[src/rtl/magsw_pkg.sv]
// Package: shared types of the magnetic switch decision core.
// Assumes nothing beyond being compiled before the modules that import it.
package magsw_pkg;

    // Where a sample lies relative to the two thresholds.
    typedef enum logic [1:0] {
        ZONE_HOLD    = 2'b00,   // inside the band, thresholds included
        ZONE_OPERATE = 2'b01,   // strictly above the operate threshold
        ZONE_RELEASE = 2'b10    // strictly below the release threshold
    } zone_e;

    // Output sense selected by the static polarity input.
    typedef enum logic {
        POL_NORMAL   = 1'b0,
        POL_REVERSED = 1'b1
    } polarity_e;

endpackage

[src/rtl/magsw_thresholds.sv]
// Module: magsw_thresholds
// Turns the trim code into registered operate and release thresholds.
// Assumes: thresholds fit in THR_W signed bits for every code; HYST_G > 0.
// The registers load on every edge, reset included, so a new code governs
// samples captured from the following edge on.
module magsw_thresholds #(
    parameter int TRIM_W  = 6,
    parameter int THR_W   = 14,
    parameter int INIT_OP = 0,
    parameter int STEP_G  = 3,
    parameter int HYST_G  = 15
) (
    input  logic                     clk,
    input  logic                     rst_n,
    input  logic [TRIM_W-1:0]        trim_i,
    output logic signed [THR_W-1:0]  op_thr_o,
    output logic signed [THR_W-1:0]  rel_thr_o
);

    int op_int;
    int rel_int;
    logic signed [THR_W-1:0] op_q;
    logic signed [THR_W-1:0] rel_q;

    // Purpose: arithmetic value of both thresholds for the presented code.
    always_comb begin
        op_int  = INIT_OP + int'(trim_i) * STEP_G;
        rel_int = INIT_OP - HYST_G + int'(trim_i) * STEP_G;
    end

    // Purpose: capture the thresholds for use by the next sample.
    always_ff @(posedge clk) begin
        op_q  <= THR_W'(op_int);
        rel_q <= THR_W'(rel_int);
    end

    assign op_thr_o  = op_q;
    assign rel_thr_o = rel_q;


    thr_gap_chk: assert property (@(posedge clk) disable iff (!rst_n)
        (op_q - rel_q) == THR_W'(HYST_G))
        else $error("threshold gap differs from hysteresis");

endmodule

[src/rtl/magsw_zone.sv]
// Module: magsw_zone
// Classifies one field sample against the operate and release thresholds.
// Assumes: operate threshold above release threshold; strict comparisons,
// so a sample equal to either threshold falls in the hold band.
module magsw_zone
    import magsw_pkg::*;
#(
    parameter int SAMPLE_W = 12,
    parameter int THR_W    = 14
) (
    input  logic signed [SAMPLE_W-1:0] field_i,
    input  logic signed [THR_W-1:0]    op_thr_i,
    input  logic signed [THR_W-1:0]    rel_thr_i,
    output zone_e                      zone_o
);

    logic signed [THR_W-1:0] field_x;

    // Purpose: sign-extend the sample to threshold width.
    always_comb field_x = THR_W'(field_i);

    // Purpose: strict comparison, operate crossing checked first.
    always_comb begin
        if (field_x > op_thr_i) begin
            zone_o = ZONE_OPERATE;
        end else if (field_x < rel_thr_i) begin
            zone_o = ZONE_RELEASE;
        end else begin
            zone_o = ZONE_HOLD;
        end
    end

endmodule

[src/rtl/magsw_state.sv]
// Module: magsw_state
// Holds the operated/released state and maps it to the current level.
// Assumes: invert_i is static; reset loads the state that yields the
// high current level for the selected polarity.
module magsw_state
    import magsw_pkg::*;
(
    input  logic  clk,
    input  logic  rst_n,
    input  logic  invert_i,
    input  zone_e zone_i,
    output logic  current_hi_o
);

    logic operated_q;
    polarity_e pol_q;

    // Purpose: hysteresis state; reset picks the high-current state.
    always_ff @(posedge clk) begin
        if (!rst_n) begin
            pol_q      <= polarity_e'(invert_i);
            operated_q <= invert_i;
        end else begin
            pol_q <= polarity_e'(invert_i);
            case (zone_i)
                ZONE_OPERATE: operated_q <= 1'b1;
                ZONE_RELEASE: operated_q <= 1'b0;
                default:      operated_q <= operated_q;
            endcase
        end
    end

    // Purpose: normal polarity draws high current while released.
    always_comb begin
        if (pol_q == POL_REVERSED) begin
            current_hi_o = operated_q;
        end else begin
            current_hi_o = ~operated_q;
        end
    end


    powerup_chk: assert property (@(posedge clk)
        !rst_n |=> current_hi_o)
        else $error("output not high after reset");


    operate_chk: assert property (@(posedge clk) disable iff (!rst_n)
        (zone_i == ZONE_OPERATE) |=> operated_q)
        else $error("operate crossing not taken");


    release_chk: assert property (@(posedge clk) disable iff (!rst_n)
        (zone_i == ZONE_RELEASE) |=> !operated_q)
        else $error("release crossing not taken");


    hold_chk: assert property (@(posedge clk) disable iff (!rst_n)
        (zone_i == ZONE_HOLD) |=> $stable(operated_q))
        else $error("state changed inside hold band");

endmodule

[src/rtl/magsw_core.sv]
// Module: magsw_core (top)
// Decision core of a two-wire unipolar magnetic switch: one signed field
// sample per cycle, registered thresholds from a trim code, hysteresis
// state and polarity mapping to a one-bit current-level request.
// Assumes: samples already in 1 G units; invert_i static during operation.
module magsw_core
    import magsw_pkg::*;
#(
    parameter int SAMPLE_W = 12,
    parameter int TRIM_W   = 6,
    parameter int INIT_OP  = 0,
    parameter int STEP_G   = 3,
    parameter int HYST_G   = 15
) (
    input  logic                       clk,
    input  logic                       rst_n,
    input  logic                       invert_i,
    input  logic [TRIM_W-1:0]          trim_i,
    input  logic signed [SAMPLE_W-1:0] field_i,
    output logic                       current_hi_o
);

    localparam int THR_W = SAMPLE_W + 2;

    logic signed [THR_W-1:0] op_thr;
    logic signed [THR_W-1:0] rel_thr;
    zone_e zone;

    magsw_thresholds #(
        .TRIM_W  (TRIM_W),
        .THR_W   (THR_W),
        .INIT_OP (INIT_OP),
        .STEP_G  (STEP_G),
        .HYST_G  (HYST_G)
    ) u_thresholds (
        .clk       (clk),
        .rst_n     (rst_n),
        .trim_i    (trim_i),
        .op_thr_o  (op_thr),
        .rel_thr_o (rel_thr)
    );

    magsw_zone #(
        .SAMPLE_W (SAMPLE_W),
        .THR_W    (THR_W)
    ) u_zone (
        .field_i   (field_i),
        .op_thr_i  (op_thr),
        .rel_thr_i (rel_thr),
        .zone_o    (zone)
    );

    magsw_state u_state (
        .clk          (clk),
        .rst_n        (rst_n),
        .invert_i     (invert_i),
        .zone_i       (zone),
        .current_hi_o (current_hi_o)
    );

endmodule

[config.mk]
export PLATFORM = sky130hd
export DESIGN_NAME = magsw_core
export DESIGN_NICKNAME = d
export VERILOG_FILES = /design/src/rtl/magsw_pkg.sv /design/src/rtl/magsw_thresholds.sv /design/src/rtl/magsw_zone.sv /design/src/rtl/magsw_state.sv /design/src/rtl/magsw_core.sv
export SDC_FILE = /design/constraint.sdc
export NUM_CORES = 1
export LEC_CHECK = 0
export CAP_MARGIN = 20
export CORE_UTILIZATION = 60
export CTS_BUF_LIST = sky130_fd_sc_hd__clkbuf_4 sky130_fd_sc_hd__clkbuf_8
export CTS_CLUSTER_DIAMETER = 60
export DETAILED_ROUTE_END_ITERATION = 12
export DONT_BUFFER_PORTS = 1
export PLACE_DENSITY = 0.83
export SYNTH_ARGS = -nofsm -noshare
export SYNTH_HDL_FRONTEND = slang
export SYNTH_SLANG_ARGS = --single-unit
[constraint.sdc]
create_clock -name clk -period 5.3 [get_ports clk]
set_input_delay 0 -clock clk [delete_from_list [all_inputs] [get_ports clk]]
set_output_delay 0 -clock clk [all_outputs]
set_load 0.01 [all_outputs]
==> results_dict.tcl <==
set metrics [dict create \
    reg2reg_from "u_thresholds.op_thr_o[5]" \
    synth_top_area_cell "dfxtp_1" \
    final_cell_mix "29 x ha_1, 26 x inv_1, 22 x dfxtp_1, 12 x nand2_1, 10 x a21oi_1" \
    nNetsFinal 217 \
    cts_buffers 3 \
    grt_pass1_wl_mm 4.153 \
    antenna_found_initial 0 \
    syn_nets 205 \
    drc 0 \
    min_path_cells 4 \
    finalSetupViolCount 0 \
    synth_cells 154 \
    final_common_cell "ha_1" \
    synth_flop_cell "dfxtp_1" \
    vias 1040 \
    cts_root_buffer "clkbuf_4" \
    groute.usage.overall_pct 22.02 \
    relSlewSlack_pct 69.53 \
    peakVddDrop_mv 0.1807 \
    cap_violations 0 \
    path_clk_slew_ns 0.13 \
    io_pins 22 \
    cpPeakStageDelay_ns 0.58 \
    dp_hpwl_mm 2.026 \
    met2_usage_pct 41.11 \
    synth_top_area_share_pct 31.21 \
    synth_edf_count 1 \
    cts.sinks 23 \
    wl_per_cell_um 12.54 \
    worst_path_max_delay_cell "dlygate4sd3_1" \
    clk_path_buf_depth 2 \
    io_buffers 0 \
    die_h_um 50.50 \
    path_class "primary input to flop" \
    max_freq_ghz 0.5178 \
    cpMostUsedCell "a21o_1" \
    r2r_cells 8 \
    drtPass1Iterations 4 \
    grt_setup_unrepaired "false" \
    htree_levels 1 \
    synth-seq-cells 23 \
    r2r_slack_ns 3.50 \
    die-area_um2 2550 \
    syn2layout_area_growth_pct 9.397 \
    min_to "u_thresholds.op_thr_o[7]" \
    met3_usage_pct 5.152 \
    ys_types 29 \
    post_cts_resized 0 \
    drive_gt1_share_pct 4.242 \
    min_from "trim_i[4]" \
    syn_avg_cell_area_um2 9.165 \
    yosysWarnings 0 \
    ant_nets 0 \
    status "finished, final reports clean" \
    cts_tree "yes" \
    ys_seq_area_share_pct 33.33 \
    synthArstFlopShare_pct 0 \
    num_antenna_cells 0 \
    tns_ns 0 \
    viasPerCell 5.389 \
    syn_area_um2 1411 \
    p_leak_uw 0.0007644 \
    r2r_end "u_state.operated_q" \
    place_congestion 0.7734 \
    start_util_pct 63.80 \
    dpl_cell_area_um2 1446 \
    cp_cell_sequence "dlygate4sd3_1 -> fa_1 -> a21o_1 -> a21o_1 -> xnor2_2 -> a311o_1 -> nor2_2 -> xnor2_1" \
    hp-class "primary input to flop" \
    final_cell_area_um2 1544 \
    cp-end-kind "flop" \
    pre_cts_ws_ns 3.470 \
    fin_ws_ns 3.369 \
    dr.first_iter.drc_count 19 \
    fin_crit_sh_pct 36.44 \
    grt_busiest_layer "met2" \
    drv_slew 0 \
    wl_mm 2.420 \
    powerDensity_nw_per_um2 287.1 \
    worstMarginPinSlew_ns 0.4538 \
    cp_data_arrival_time_ns 2.19 \
    coreArea_um2 2212 \
    crit_required_ns 5.56 \
    worstSetupStartpointType "primary input" \
    fin_crit_ns 1.931 \
    critical_path.max_fanout 4 \
    grt_pass1_vias 1028 \
    rows 17 \
    finalHoldViolations 0 \
    fin_skew_ns 0.01331 \
    met1_usage_pct 23.64 \
    clock_latency_ns 0.32 \
    overflow 0 \
    die_x_um 50.50 \
    synthTopCellsByArea "dfxtp_1 31%, ha_1 26%, inv_1 6.9%" \
    grt_max_degree 14 \
]
## logic make-up after synthesis
| family | count (synthesis) | synth area share, % |
|---|---|---|
| xor gates and xnor gates | 12 | 7.979 |
| adders and majority gates | 30 | 27.13 |
| buffers and inverters | 26 | 6.915 |
| and+or+nand+nor | 33 | 10.99 |
| DFF | 23 | 33.33 |
| AOI/OAI and AO/OA | 30 | 13.65 |
## cell usage after synthesis (3+ instances only)
cell     instances
a21o_1           6
a21oi_1         10
a31oi_1          4
dfxtp_1         22
ha_1            29
inv_1           26
nand2_1         12
nor2_1           8
nor2b_1          3
o21ai_0          4
xnor2_1          6
xor2_1           5
## flip-flops by register name, summed over array words and instances (netlist names)
name                    cells
u_thresholds.rel_thr_o     13
u_state.operated_q          1
u_thresholds.op_thr_o       8
u_state.pol_q               1
## per-stage QoR
step / util [%] / total power [µW] / hold slack [ns] / instances
after global placement: 65.38 / 350.2 / 0.02781 / 182
after CTS: 69.80 / 443.9 / 0.04588 / 193
after global routing: 69.80 / 479.5 / 0.07277 / 193
final: 69.80 / 443.3 / 0.04836 / 193
after floorplan: - / 330.2 / 0.02772 / 154
after detailed placement: 65.38 / 361.2 / 0.02788 / 182
## what timing repair did
| item | CTS | global route |
|---|---|---|
| hold endpoints to repair | 13 | 0 |
| hold buffers | 7 | 0 |
| endpoints found under the setup margin | 0 | 0 |
| buffers inserted | 0 | 0 |
## final cells by class
| type | instances | area [µm²] |
|---|---|---|
| clock buffers | 3 | 22.52 |
| clock inverters | 1 | 5.005 |
| fillers | 163 | 668.1 |
| inverters | 26 | 97.59 |
| multi-input cells | 105 | 843.3 |
| flip-flops and latches | 23 | 470.5 |
| well taps | 28 | 35.03 |
| repair buffers | 7 | 70.07 |
## worst max path at each step
stage	startpoint	end	slack (ns)	cells past startpoint
finish	trim_i[1]	u_thresholds.rel_thr_o[7]	3.37	8
global route	u_thresholds.op_thr_o[5]	u_state.operated_q	3.31	8
CTS	trim_i[1]	u_thresholds.rel_thr_o[6]	3.38	7
detailed placement	trim_i[0]	u_thresholds.rel_thr_o[6]	3.47	7
global placement	trim_i[0]	u_thresholds.rel_thr_o[7]	3.55	8
floorplan	trim_i[0]	u_thresholds.rel_thr_o[7]	3.59	8
## power breakdown
group	total [µW]	internal [µW]	switching [µW]	leakage (µW)
Combinational	150	67.5	82.7	0.000553
Sequential	213	205	8.10	0.000194
Clock	80.4	28.3	52.1	0.0000177
## layer usage
metal | routed length (µm) | vias up
li1 | - | 541
met1 | 1024 | 464
met2 | 1266 | 31
met3 | 96 | 4
met4 | 33 | 0
met5 | 0 | -
## critical path: cells and delay by family
kind                       cells  cell delay (ns)
adders and majority gates      1             0.47
and+or+nand+nor                1             0.11
AOI/OAI and AO/OA              3             0.74
buffers and inverters          1             0.58
xor gates and xnor gates       2             0.29
Power figures use the tool's default switching activity.
